===== config.mk =====
export PLATFORM = sky130hd
export DESIGN_NAME = asg_keygen
export DESIGN_NICKNAME = d
export VERILOG_FILES = /design/src/rtl/asg_pkg.sv /design/src/rtl/asg_lfsr.sv /design/src/rtl/asg_ctrl_src.sv /design/src/rtl/asg_keygen.sv
export SDC_FILE = /design/constraint.sdc
export NUM_CORES = 1
export LEC_CHECK = 0
export ABC_AREA = 0
export BUFFER_PORTS_ARGS = -buffer_cell sky130_fd_sc_hd__buf_4
export CORE_MARGIN = 3
export CORE_UTILIZATION = 60
export CTS_BUF_LIST = sky130_fd_sc_hd__clkbuf_16
export DETAILED_ROUTE_END_ITERATION = 7
export GPL_TIMING_DRIVEN = 0
export PLACE_DENSITY = 0.84
export SYNTH_ARGS = -nofsm -noshare
export SYNTH_HDL_FRONTEND = slang
export SYNTH_HIERARCHICAL = 1
export SYNTH_SLANG_ARGS = --single-unit
export TNS_END_PERCENT = 1

===== constraint.sdc =====
create_clock -name clk -period 5.8 [get_ports clk]
set_input_delay 0.29 -clock clk [delete_from_list [all_inputs] [get_ports clk]]
set_output_delay 0.29 -clock clk [all_outputs]
set_load 0.01 [all_outputs]

===== src/rtl/asg_pkg.sv =====
package asg_pkg;

   localparam int MAXW = 256;

   // Builds a Fibonacci tap mask: top term, two optional middle terms and
   // a contiguous run of low terms x^run .. x^1 (bit k-1 for term x^k).
   function automatic logic [MAXW-1:0] poly_mask(input int len, input int mid1,
                                                 input int mid2, input int run);
      logic [MAXW-1:0] m;
      m = '0;
      m[len-1] = 1'b1;
      if (mid1 > 0) m[mid1-1] = 1'b1;
      if (mid2 > 0) m[mid2-1] = 1'b1;
      for (int k = 0; k < run; k++) m[k] = 1'b1;
      return m;
   endfunction

   typedef enum logic {CTRL_EXTERNAL = 1'b0, CTRL_INTERNAL = 1'b1} ctrl_src_e;

endpackage


===== src/rtl/asg_lfsr.sv =====
module asg_lfsr #(
   parameter int            W    = 8,
   parameter logic [W-1:0]  TAPS = '0,
   parameter logic [W-1:0]  FILL = 1
) (
   input  logic          clk,
   input  logic          rst_n,
   input  logic          load,
   input  logic [W-1:0]  seed,
   input  logic          step,
   output logic [W-1:0]  state
);

   localparam int NTAPS = $countones(TAPS);

   if (W < 2) begin : g_bad_w
      $error("asg_lfsr: width must be at least 2");
   end
   if (TAPS[W-1] != 1'b1) begin : g_bad_top
      $error("asg_lfsr: top tap must be set");
   end
   if (FILL == '0) begin : g_bad_fill
      $error("asg_lfsr: fill value must be nonzero");
   end
   if (NTAPS < 2) begin : g_bad_taps
      $error("asg_lfsr: at least two taps needed");
   end

   logic          fb;
   logic [W-1:0]  seed_fix;
   logic [W-1:0]  state_nx;

   assign fb       = ^(state & TAPS);
   assign seed_fix = (seed == '0) ? FILL : seed;

   always_comb begin
      state_nx = state;
      if (load)      state_nx = seed_fix;
      else if (step) state_nx = {state[W-2:0], fb};
   end

   always_ff @(posedge clk or negedge rst_n) begin
      if (!rst_n) state <= FILL;
      else        state <= state_nx;
   end

endmodule


===== src/rtl/asg_ctrl_src.sv =====
module asg_ctrl_src #(
   parameter asg_pkg::ctrl_src_e SRC   = asg_pkg::CTRL_EXTERNAL,
   parameter int                 CW    = 8,
   parameter logic [CW-1:0]      CTAPS = 8'hB8,
   parameter logic [CW-1:0]      CSEED = 8'hA5
) (
   input  logic clk,
   input  logic rst_n,
   input  logic load,
   input  logic enable,
   input  logic ext_bit,
   output logic sel
);

   if (SRC == asg_pkg::CTRL_INTERNAL) begin : g_internal
      logic [CW-1:0] cstate;
      logic          unused_ext;

      asg_lfsr #(.W(CW), .TAPS(CTAPS), .FILL(CSEED)) ctrl_lfsr_i (
         .clk   (clk),
         .rst_n (rst_n),
         .load  (load),
         .seed  (CSEED),
         .step  (enable & ~load),
         .state (cstate)
      );

      assign sel        = cstate[CW-1];
      assign unused_ext = ext_bit;
   end else begin : g_external
      logic unused_ctl;
      assign sel        = ext_bit;
      assign unused_ctl = ^{clk, rst_n, load, enable};
   end

endmodule


===== src/rtl/asg_keygen.sv =====
module asg_keygen #(
   parameter int                 A_LEN  = 127,
   parameter int                 A_MID1 = 102,
   parameter int                 A_MID2 = 61,
   parameter int                 A_RUN  = 59,
   parameter int                 B_LEN  = 129,
   parameter int                 B_MID1 = 119,
   parameter int                 B_MID2 = 0,
   parameter int                 B_RUN  = 62,
   parameter asg_pkg::ctrl_src_e CTRL_SRC  = asg_pkg::CTRL_EXTERNAL,
   parameter int                 CTRL_W    = 8,
   parameter logic [CTRL_W-1:0]  CTRL_TAPS = 8'hB8,
   parameter logic [CTRL_W-1:0]  CTRL_SEED = 8'hA5
) (
   input  logic             clk,
   input  logic             rst_n,
   input  logic             seed_load,
   input  logic [A_LEN-1:0] seed_a,
   input  logic [B_LEN-1:0] seed_b,
   input  logic             enable,
   input  logic             ctrl_in,
   output logic             key_bit,
   output logic             key_valid
);

   localparam logic [asg_pkg::MAXW-1:0] A_MASK_W =
      asg_pkg::poly_mask(A_LEN, A_MID1, A_MID2, A_RUN);
   localparam logic [asg_pkg::MAXW-1:0] B_MASK_W =
      asg_pkg::poly_mask(B_LEN, B_MID1, B_MID2, B_RUN);
   localparam logic [A_LEN-1:0] A_TAPS = A_MASK_W[A_LEN-1:0];
   localparam logic [B_LEN-1:0] B_TAPS = B_MASK_W[B_LEN-1:0];
   localparam logic [A_LEN-1:0] A_FILL = 1;
   localparam logic [B_LEN-1:0] B_FILL = 1;

   if (A_LEN > asg_pkg::MAXW || B_LEN > asg_pkg::MAXW) begin : g_bad_len
      $error("asg_keygen: register length exceeds package limit");
   end
   if (A_LEN == B_LEN) begin : g_same_len
      $error("asg_keygen: register lengths must differ");
   end
   if (A_MID1 >= A_LEN || A_MID2 >= A_LEN || A_RUN >= A_LEN) begin : g_bad_a
      $error("asg_keygen: register A tap out of range");
   end
   if (B_MID1 >= B_LEN || B_MID2 >= B_LEN || B_RUN >= B_LEN) begin : g_bad_b
      $error("asg_keygen: register B tap out of range");
   end

   logic             step_sel;
   logic             step_ok;
   logic [A_LEN-1:0] a_state;
   logic [B_LEN-1:0] b_state;

   assign step_ok = enable & ~seed_load;

   asg_ctrl_src #(
      .SRC   (CTRL_SRC),
      .CW    (CTRL_W),
      .CTAPS (CTRL_TAPS),
      .CSEED (CTRL_SEED)
   ) ctrl_i (
      .clk     (clk),
      .rst_n   (rst_n),
      .load    (seed_load),
      .enable  (enable),
      .ext_bit (ctrl_in),
      .sel     (step_sel)
   );

   asg_lfsr #(.W(A_LEN), .TAPS(A_TAPS), .FILL(A_FILL)) reg_a_i (
      .clk   (clk),
      .rst_n (rst_n),
      .load  (seed_load),
      .seed  (seed_a),
      .step  (step_ok & step_sel),
      .state (a_state)
   );

   asg_lfsr #(.W(B_LEN), .TAPS(B_TAPS), .FILL(B_FILL)) reg_b_i (
      .clk   (clk),
      .rst_n (rst_n),
      .load  (seed_load),
      .seed  (seed_b),
      .step  (step_ok & ~step_sel),
      .state (b_state)
   );

   always_ff @(posedge clk or negedge rst_n) begin
      if (!rst_n) key_valid <= 1'b0;
      else        key_valid <= step_ok;
   end

   assign key_bit = a_state[A_LEN-1] ^ b_state[B_LEN-1];

endmodule


; Word level (Yosys, flattened, before mapping)
; Index checks and enable logic that the tools add are counted.
[word_totals]
register_bits = 257
latch_bits = 0
ramBits = 0
mem_bits_ro = 0
inputBits = 261
out_inout_bits = 2
word_cells = 21
n_memories = 0
[classes]
add_sub_neg = 0
mul = 0
n_div = 0
n_lt_le_gt_ge = 0
n_eq_ne = 0
shift = 0
muxes = 6
bitwise_logic = 6
reduce_logical = 6
[ops]
columns = operator, n
row1 = $mux 129, 3
row2 = $mux 127, 3
row3 = $logic_not 129->1, 1
row4 = $reduce_xor 129->1, 1
row5 = $logic_not 127->1, 1
row6 = $reduce_xor 127->1, 1
row7 = $reduce_bool 2->1, 2
row8 = $and 1x1->1, 3
row9 = $not 1->1, 2
row10 = $xor 1x1->1, 1

; Logic depth before layout (Yosys ltp)
; Gate-level depths: netlist of the first run.
[depth]
depth_word = 5
ltp_mapped = 8
mapped_depth_nobuf = 7

; Modules after synthesis
; Netlist of the first run, hierarchy kept.
[by_module_without_submodules]
columns = module, n_inst, cells_each, area_each_um2, seq_area_each_um2
row1 = asg_lfsr (reg_b_i), 1, 668, 6660.1, 3229.3
row2 = asg_lfsr (reg_a_i), 1, 651, 6555.0, 3179.3
row3 = asg_keygen, 1, 5, 56.3, 25.0
row4 = asg_ctrl_src, 1, 1, 7.5, 0.0

; Worst setup path before layout of the first run
; No wires, ideal clock.
[synth_path]
path_type = register -> register
startpoint = register reg_a_i.state[27]
endpoint = register reg_a_i.state[0]
setup_ps = 84
arrival_time_ps = 2174
required_ps = 5716
path_slack_ps = 3542
stages_incl_launch_ff = 7
n_path_buf = 0
synth_period_minus_slack_ps = 2258
path_cell_list = dfrtp_1 xnor2_1 xnor3_1 xnor3_1 xnor3_1 xnor3_1 a311o_1
[synth_between]
elab_chain_len = 3
[synth_rtl]
columns = element, line
row1 = from (decl), asg_lfsr.sv:11  ; output logic [W-1:0] state
row2 = from (signal assigned), asg_lfsr.sv:44  ; else state <= state_nx;
row3 = $reduce_xor 127->1, asg_lfsr.sv:33  ; assign fb = ^(state & TAPS);
row4 = $mux 127, asg_lfsr.sv:39  ; else if (step) state_nx = {state[W-2:0], fb};
row5 = $mux 127, asg_lfsr.sv:38  ; if (load) state_nx = seed_fix;
; Every way passes these cells. The select of a mux whose other input is x is not followed.
; A chain may end at the register's enable or synchronous reset.

; Worst setup path in the final report of the first run
[layout_path]
startpoint = input port seed_load
endpoint = register reg_b_i.state[58]
[layout_between]
elab_chain_len = 4
word_cells_on_any_way = 5
classes_between = mux: 1 / bitwise: 3 / reduce/logical: 1
[layout_rtl]
columns = element, line
row1 = from (decl), asg_keygen.sv:17  ; input logic seed_load,
row2 = $not 1->1, asg_keygen.sv:53  ; assign step_ok = enable & ~seed_load;
row3 = $and 1x1->1, asg_keygen.sv:53
row4 = $and 1x1->1, asg_keygen.sv:83  ; .step (step_ok & ~step_sel),
row5 = $reduce_bool 2->1 (no line), --
row6 = to (signal assigned), asg_lfsr.sv:44
row7 = to (decl), asg_lfsr.sv:11
; Several ways; a longest one is shown, not always the timed one.

==> results of run 1 <==
kinds of logic (layout without fill, tap and decap cells):
logic type	after synthesis	after routing	synth area share [%]
AOI/OAI and AO/OA	259	259	9.837
and+or+nand+nor	346	346	11.50
other	0	5	0
buffers and inverters	88	581	2.610
DFF	257	257	48.45
xor gates and xnor gates	121	121	8.452
muxes	254	254	19.15
repair_timing:
item	CTS	global route
setup buffers	0	0
hold buffers	186	0
endpoints found under the hold margin	439	0
metal layers:
layer / vias to the layer above / share of wire [%] / wire length, microns
li1: 5605 / - / -
met1: 6087 / 36 / 16030
met2: 851 / 50 / 22000
met3: 202 / 9.1 / 4041
met4: 0 / 5.3 / 2346
met5: - / 0 / 0
registers in the layout, summed over array words and instances, names as in the netlist:
register / count
reg_a_i/state: 127
reg_b_i/state: 129
key_valid: 1
placed cells by master (no fill, tap or decap):
cell / n
buf_4: 261
dfrtp_1: 255
nand2_1: 255
mux2i_1: 254
o21ai_0: 220
dlygate4sd3_1: 186
xnor2_1: 102
nor4_1: 66
clkbuf_1: 60
o21ai_1: 35
clkbuf_16: 27
buf_1: 16
nand4_1: 15
xor2_1: 14
buf_2: 10
clkinv_1: 8
inv_1: 7
diode_2: 5
xnor3_1: 4
nor3b_1: 3
clkinv_2: 3
buf_16: 2
a21oi_1: 2
nor2_1: 2
dfstp_2: 2
nor2b_1: 1
and3b_1: 1
buf_8: 1
xnor2_2: 1
nor3_1: 1
a311o_1: 1
nand2b_1: 1
or4_1: 1
a41o_1: 1
through the flow:
stage	hold slack [ns]	instances	setup slack, ns	util (%)
floorplan	-0.005591	1325	3.542	-
global placement	0.5055	1861	2.434	72.98
detailed placement	0.09228	1863	3.374	73.27
CTS	0.0002816	2093	3.348	85.47
global route	0.002829	2096	3.050	85.50
finish	0.01418	2098	3.064	85.53
power by group:
group	internal (mW)	switching, mW	total (mW)	leakage, nW
clock network	0.830	0.686	1.52	0.389
registers	1.98	0.156	2.14	3.13
logic	0.763	0.667	1.43	4.16
total	3.58	1.51	5.09	7.67
cell type report:
cell class | count | area (sq um) | share of cell area, %
Clock buffer | 27 | 675.6 | 3.700
Multi-Input combinational cell | 980 | 6499 | 35.59
Antenna cell | 5 | 12.51 | 0.06851
Buffer | 87 | 342.8 | 1.877
Inverter | 1 | 3.754 | 0.02055
Clock inverter | 17 | 67.56 | 0.3700
Tap cell | 275 | 344.1 | 1.884
Sequential cell | 257 | 6434 | 35.23
Timing Repair Buffer | 449 | 3884 | 21.27
cells in the mapped netlist (3+ instances only):
master	count
clkbuf_1	60
buf_2	10
nor4_1	66
nor3b_1	3
o21ai_1	35
mux2i_1	254
nand4_1	15
xnor3_1	4
o21ai_0	220
buf_1	16
dfrtp_1	255
xnor2_1	102
nand2_1	255
xor2_1	14
worst register-to-register path: stages, from the launching register on:
cell     delay (ns)
dfrtp_1        0.41
xnor2_1        0.18
xnor3_1        0.44
xnor3_1        0.38
xnor3_1        0.21
xnor3_1        0.41
a311o_1        0.36
how the worst max path moves through the flow:
| stage | from | to | slack [ns] | cells past startpoint |
|---|---|---|---|---|
| 6_report | seed_load | reg_b_i/state[58] | 3.06 | 8 |
| 5_1_grt | seed_load | reg_b_i/state[58] | 3.05 | 8 |
| 4_1_cts | seed_load | reg_b_i/state[122] | 3.35 | 8 |
| 3_5_place_dp | seed_load | reg_b_i/state[41] | 3.37 | 7 |
| 3_3_place_gp | rst_n | reg_b_i/state[56] | 2.43 | 1 |
| 2_1_floorplan | reg_a_i/state[27] | reg_a_i/state[0] | 3.54 | 6 |
==> results by group, run 1 <==
Detailed routing
  • 1st-pass router iterations: 6
  • Vias per cell: 6.075
  • Final ANT Viol Nets: 0
  • Vias post-DR: 12750
  • DR DRC count: 0
  • Post-Route WL: 44410 microns
  • Initial DRC Count: 1146
  • Wirelength per Cell: 21.17 microns

Timing
  • F_max: 365.5 MHz
  • Fin crit share: 47.18%
  • Worst-margin pin slew: 0.8471 ns
  • Final Skew: 0.01461 ns
  • Worst slew margin: 43.01%
  • Setup violators final: 0
  • RSZ-0062 raised after global routing: no
  • Final hold vios: 0
  • Final Critical Period: 2.736 ns
  • Setup TNS: 0 ns
  • Pins Over Slew Limit: 0

Clocking
  • CTS buffer count: 27
  • Max clock buf depth: 3
  • Clk sink count: 257
  • CTS tree: done
  • Reg clk slew, reported paths: 0.06 ns
  • CTS root buffer: clkbuf_16
  • Clock Latency Late Sink: 0.53 ns
  • CTS H-tree lvls: 1
  • CTS resizes: 0

Hold path
  • Hold path cells: 3
  • Hold EP: reg_b_i/state[92]
  • Hold crit path type: input port to register
  • Worst Hold Launch: seed_b[92]

Worst setup path
  • CP bufs+invs: 5
  • Kind of start point of the critical path: input port
  • CP max stage delay: 0.54 ns
  • Class of the most critical setup path: input port to register
  • Critical path's top delay family: buffers and inverters
  • CP max stage cell: dlygate4sd3_1
  • Critical path required time: 6.17 ns
  • Cell repeated most along the worst path: clkbuf_1
  • Crit Path Max Fanout: 10
  • Critical Path, Cell by Cell: dlygate4sd3_1, buf_4, nor3b_1, clkbuf_1, clkbuf_1, buf_2, mux2i_1, o21ai_0
  • Flop2flop setup slack: 3.34 ns
  • Crit end category: register
  • Worst reg2reg startpoint: reg_a_i/state[27]
  • Reg2Reg Depth: 6
  • WP data arrival: 3.11 ns
  • Reg2reg end: reg_a_i/state[0]

Power
  • Leak Pwr: 7.675 nW
  • Peak VDD IR: 0.2077 mV
  • Power, Total: 5.085 mW
  • PwrDens: 278.4 mW/mm^2

Synthesis
  • Post-Syn Area: 0.01328 sq mm
  • Cell type with the largest total area after synthesis: dfrtp_1
  • #FFs+latches synth: 257
  • Main area contributors after synthesis: dfrtp_1, mux2i_1, o21ai_0
  • Top cell type's share of synthesized area: 48.05%
  • Ys Warns: 6
  • Post-synth EDFFs: 0
  • Syn Inst Count: 1325
  • Mapped Avg Cell Area: 10.02 sq um
  • Top FF cell, synth: dfrtp_1
  • Syn nets: 1586
  • Post-synthesis sequential area ratio: 48.45%
  • Distinct cells, synth: 27
  • Post-synth ARST share: 100.0%

Global route
  • Vias in the first global route: 13540
  • Met1 Use GR: 43.85%
  • Initial antenna violation count: 3
  • Pin count of the biggest net entering global routing: 128
  • All-Layer GR Usage: 36.51%
  • GR Util met3: 7.471%
  • First-pass GRT wire length: 70300 microns
  • Busiest grt layer: met2
  • Routing usage on met2: 63.27%
  • GRT overflow: 0

Floorplanning
  • Core Rows: 53
  • IO Pins: 263
  • Die height: 154.8 microns
  • Core area: 0.02135 sq mm
  • Die ar.: 0.02395 sq mm
  • Die width: 154.8 microns
  • Initial core utilization: 62.19%

Place
  • Port-buffer cells: 261
  • DPL Wire Length: 26870 microns
  • Final Wtd Congestion: 0.8904
  • Area post-placement: 0.01565 sq mm

Final layout
  • Final net count: 2064
  • Share of cells above drive strength 1: 16.89%
  • Fill count: 1036
  • Post-route cell area: 0.01826 sq mm
  • P&R area growth vs syn: 37.53%

Run
  • Max cap viols: 0

Status
  • Status: finished, final reports clean
No activity file was read; power rests on OpenSTA's default activity.
==> run 2: changes to the inputs <==
- CORE_UTILIZATION: 60 -> 56
- PLACE_DENSITY: 0.84 -> 0.79
- clock period: 5.8 -> 2.75 ns (I/O delays scaled with it)
==> run 2 against run 1 <==
Power up 130%. Clock power grew to 2.7 times the previous value. Register-to-register slack worse by 3.1 ns. Core utilization shrank 1.5 points. Critical endpoint is now reg_b_i/state[30]. Combinational power up 120%. Non-clock buffer count grew 74.
==> results by group, run 2 (synthesis gave the netlist of run 1 again) <==
Status
  • Status: finished, final reports clean (unchanged)

Clocking
  • Reg clk slew, reported paths: 0.07 ns (was 0.06 ns)
  • CTS tree: done (unchanged)
  • CTS H-tree lvls: 1 (unchanged)
  • Number of buffers added for setup after CTS: 0 (unchanged)
  • CTS root buffer: clkbuf_16 (unchanged)
  • CTS resizes: 0 (unchanged)
  • Clock Latency Late Sink: 0.55 ns (was 0.53 ns)
  • CTS Hold Buffers Added: 260 (was 186)
  • Clk sink count: 257 (unchanged)
  • CTS buffer count: 28 (was 27)
  • Max clock buf depth: 3 (unchanged)

Detailed routing
  • Vias post-DR: 13460 (was 12750)
  • Post-Route WL: 48750 microns (was 44410 microns)
  • Final ANT Viol Nets: 0 (unchanged)
  • Vias per cell: 6.061 (was 6.075)
  • Initial DRC Count: 1462 (was 1146)
  • 1st-pass router iterations: 6 (unchanged)
  • DR DRC count: 0 (unchanged)
  • Wirelength per Cell: 21.96 microns (was 21.17 microns)

Worst setup path
  • CP bufs+invs: 5 (unchanged)
  • Class of the most critical setup path: input port to register (unchanged)
  • Crit Path Max Fanout: 10 (unchanged)
  • Critical Path, Cell by Cell: dlygate4sd3_1, buf_4, nor3b_1, clkbuf_1, clkbuf_1, buf_2, mux2i_1, o21ai_0 (unchanged)
  • Critical path required time: 3.16 ns (was 6.17 ns)
  • Cell repeated most along the worst path: clkbuf_1 (unchanged)
  • CP max stage delay: 0.54 ns (about the same)
  • Critical Path End: reg_b_i/state[30] (was reg_b_i/state[58])
  • Reg2Reg Depth: 6 (unchanged)
  • Crit end category: register (unchanged)
  • CP startpoint: seed_load (unchanged)
  • WP data arrival: 2.94 ns (was 3.11 ns)
  • Worst reg2reg startpoint: reg_a_i/state[27] (unchanged)
  • Kind of start point of the critical path: input port (unchanged)
  • Reg2reg end: reg_a_i/state[0] (unchanged)
  • CP max stage cell: dlygate4sd3_1 (unchanged)
  • Flop2flop setup slack: 0.25 ns (was 3.34 ns)
  • Total number of cells along the worst setup path: 8 (unchanged)
  • Critical path's top delay family: buffers and inverters (unchanged)

Timing
  • Final Skew: 0.01938 ns (was 0.01461 ns)
  • Hold WS: 0.2508 ns (was 0.01418 ns)
  • Fin crit share: 91.74%
  • Final hold vios: 0 (unchanged)
  • Setup TNS: 0 ns (unchanged)
  • Pins Over Slew Limit: 0 (unchanged)
  • Worst slew margin: 38.48% (was 43.01%)
  • RSZ-0062 raised after global routing: no (unchanged)
  • F_max: 396.4 MHz
  • Final Critical Period: 2.523 ns
  • Worst-margin pin slew: 0.9144 ns (was 0.8471 ns)
  • Final setup margin: 0.2273 ns (was 3.064 ns)
  • Setup violators final: 0 (unchanged)

Global route
  • Initial antenna violation count: 7 (was 3)
  • Met1 Use GR: 42.24% (was 43.85%)
  • GRT overflow: 0 (unchanged)
  • All-Layer GR Usage: 36.68% (was 36.51%)
  • GR Util met3: 7.315% (was 7.471%)
  • Busiest grt layer: met2 (unchanged)
  • First-pass GRT wire length: 75760 microns (was 70300 microns)
  • Routing usage on met2: 64.09% (was 63.27%)
  • Vias in the first global route: 14340 (was 13540)
  • Pin count of the biggest net entering global routing: 128 (unchanged)

Hold path
  • Hold crit path type: input port to asynchronous set/reset pin (was input port to register)

Final layout
  • Max reg flops: 129 (unchanged)
  • Final net count: 2139 (was 2064)
  • Multi-input gate area: 0.006499 sq mm (unchanged)
  • Final non-filler cell total: 2220 (was 2098)
  • Regs by FF count: reg_b_i/state: 129 flops, reg_a_i/state: 127 flops, key_valid: 1 flops (unchanged)
  • Commonest non-fill, non-tap cell in the layout: buf_4 (unchanged)
  • P&R area growth vs syn: 45.43% (was 37.53%)
  • Reg with most FFs: reg_b_i/state (unchanged)
  • Core Util, Final: 84.02% (was 85.53%)
  • Fill count: 1148 (was 1036)
  • Most frequent cells in the layout: buf_4, dlygate4sd3_1, dfrtp_1, nand2_1, mux2i_1 (was buf_4, dfrtp_1, nand2_1)
  • Share of cells above drive strength 1: 17.11% (was 16.89%)
  • FF/Latch Area: 0.006434 sq mm (unchanged)
  • Post-route cell area: 0.01931 sq mm (was 0.01826 sq mm)

Place
  • Post-placement cell count: 1901 (was 1863)
  • Final Wtd Congestion: 0.8637 (was 0.8904)
  • Area post-placement: 0.01569 sq mm (was 0.01565 sq mm)
  • DPL Wire Length: 27090 microns (was 26870 microns)
  • Worst slack, placed: 0.3215 ns (was 3.374 ns)
  • Port-buffer cells: 261 (unchanged)

Power
  • Power, Total: 11.75 mW (was 5.085 mW)
  • PwrDens: 608.4 mW/mm^2 (was 278.4 mW/mm^2)
  • Peak VDD IR: 0.4943 mV (was 0.2077 mV)
  • Leak Pwr: 8.099 nW (was 7.675 nW)

Floorplanning
  • Die width: 160.0 microns (was 154.8 microns)
  • Core Rows: 55 (was 53)
  • Die ar.: 0.02560 sq mm (was 0.02395 sq mm)
  • Initial core utilization: 57.77% (was 62.19%)
  • Die height: 160.0 microns (was 154.8 microns)
  • IO Pins: 263 (unchanged)
  • Core area: 0.02298 sq mm (was 0.02135 sq mm)

Run
  • Max cap viols: 0 (unchanged)
==> run 2: worst min-delay path by stage <==
stage                         start  cells after the start                  to
after floorplan               rst_n                      0           key_valid
after global placement    seed_b[4]                      3    reg_b_i/state[4]
after detailed placement      rst_n                      1  reg_a_i/state[110]
after CTS                     rst_n                      3  reg_a_i/state[112]
after global routing          rst_n                      3  reg_a_i/state[113]
final                         rst_n                      3  reg_a_i/state[113]
==> run 2: layout make-up <==
cell class | count | area share [%]
Clock buffer | 29 | 3.758
Buffer | 87 | 1.775
Timing Repair Buffer | 523 | 23.95
Tap cell | 313 | 2.028
Sequential cell | 257 | 33.32
Clock inverter | 23 | 1.412
Antenna cell | 7 | 0.09071
Multi-Input combinational cell | 980 | 33.65
Inverter | 1 | 0.01944
==> run 2: layer usage <==
| metal | up-vias | wire, microns |
|---|---|---|
| met5 | - | 0 |
| met2 | 955 | 24070 |
| met4 | 0 | 3236 |
| met1 | 6447 | 17070 |
| li1 | 5771 | - |
| met3 | 283 | 4370 |
==> run 2: worst reg2reg max path: cells and delay by family, from the launching register on <==
kind,cells,cell delay (ns)
xor gates and xnor gates,5,1.65
DFF,1,0.41
AOI/OAI and AO/OA,1,0.36
==> run 2: report_power, final <==
group	internal, mW	switching [mW]	total, mW	leakage (nW)
sequential	4.18	0.338	4.52	3.13
combinational	1.68	1.45	3.13	4.47
clock	2.48	1.62	4.10	0.504
total	8.34	3.41	11.7	8.10
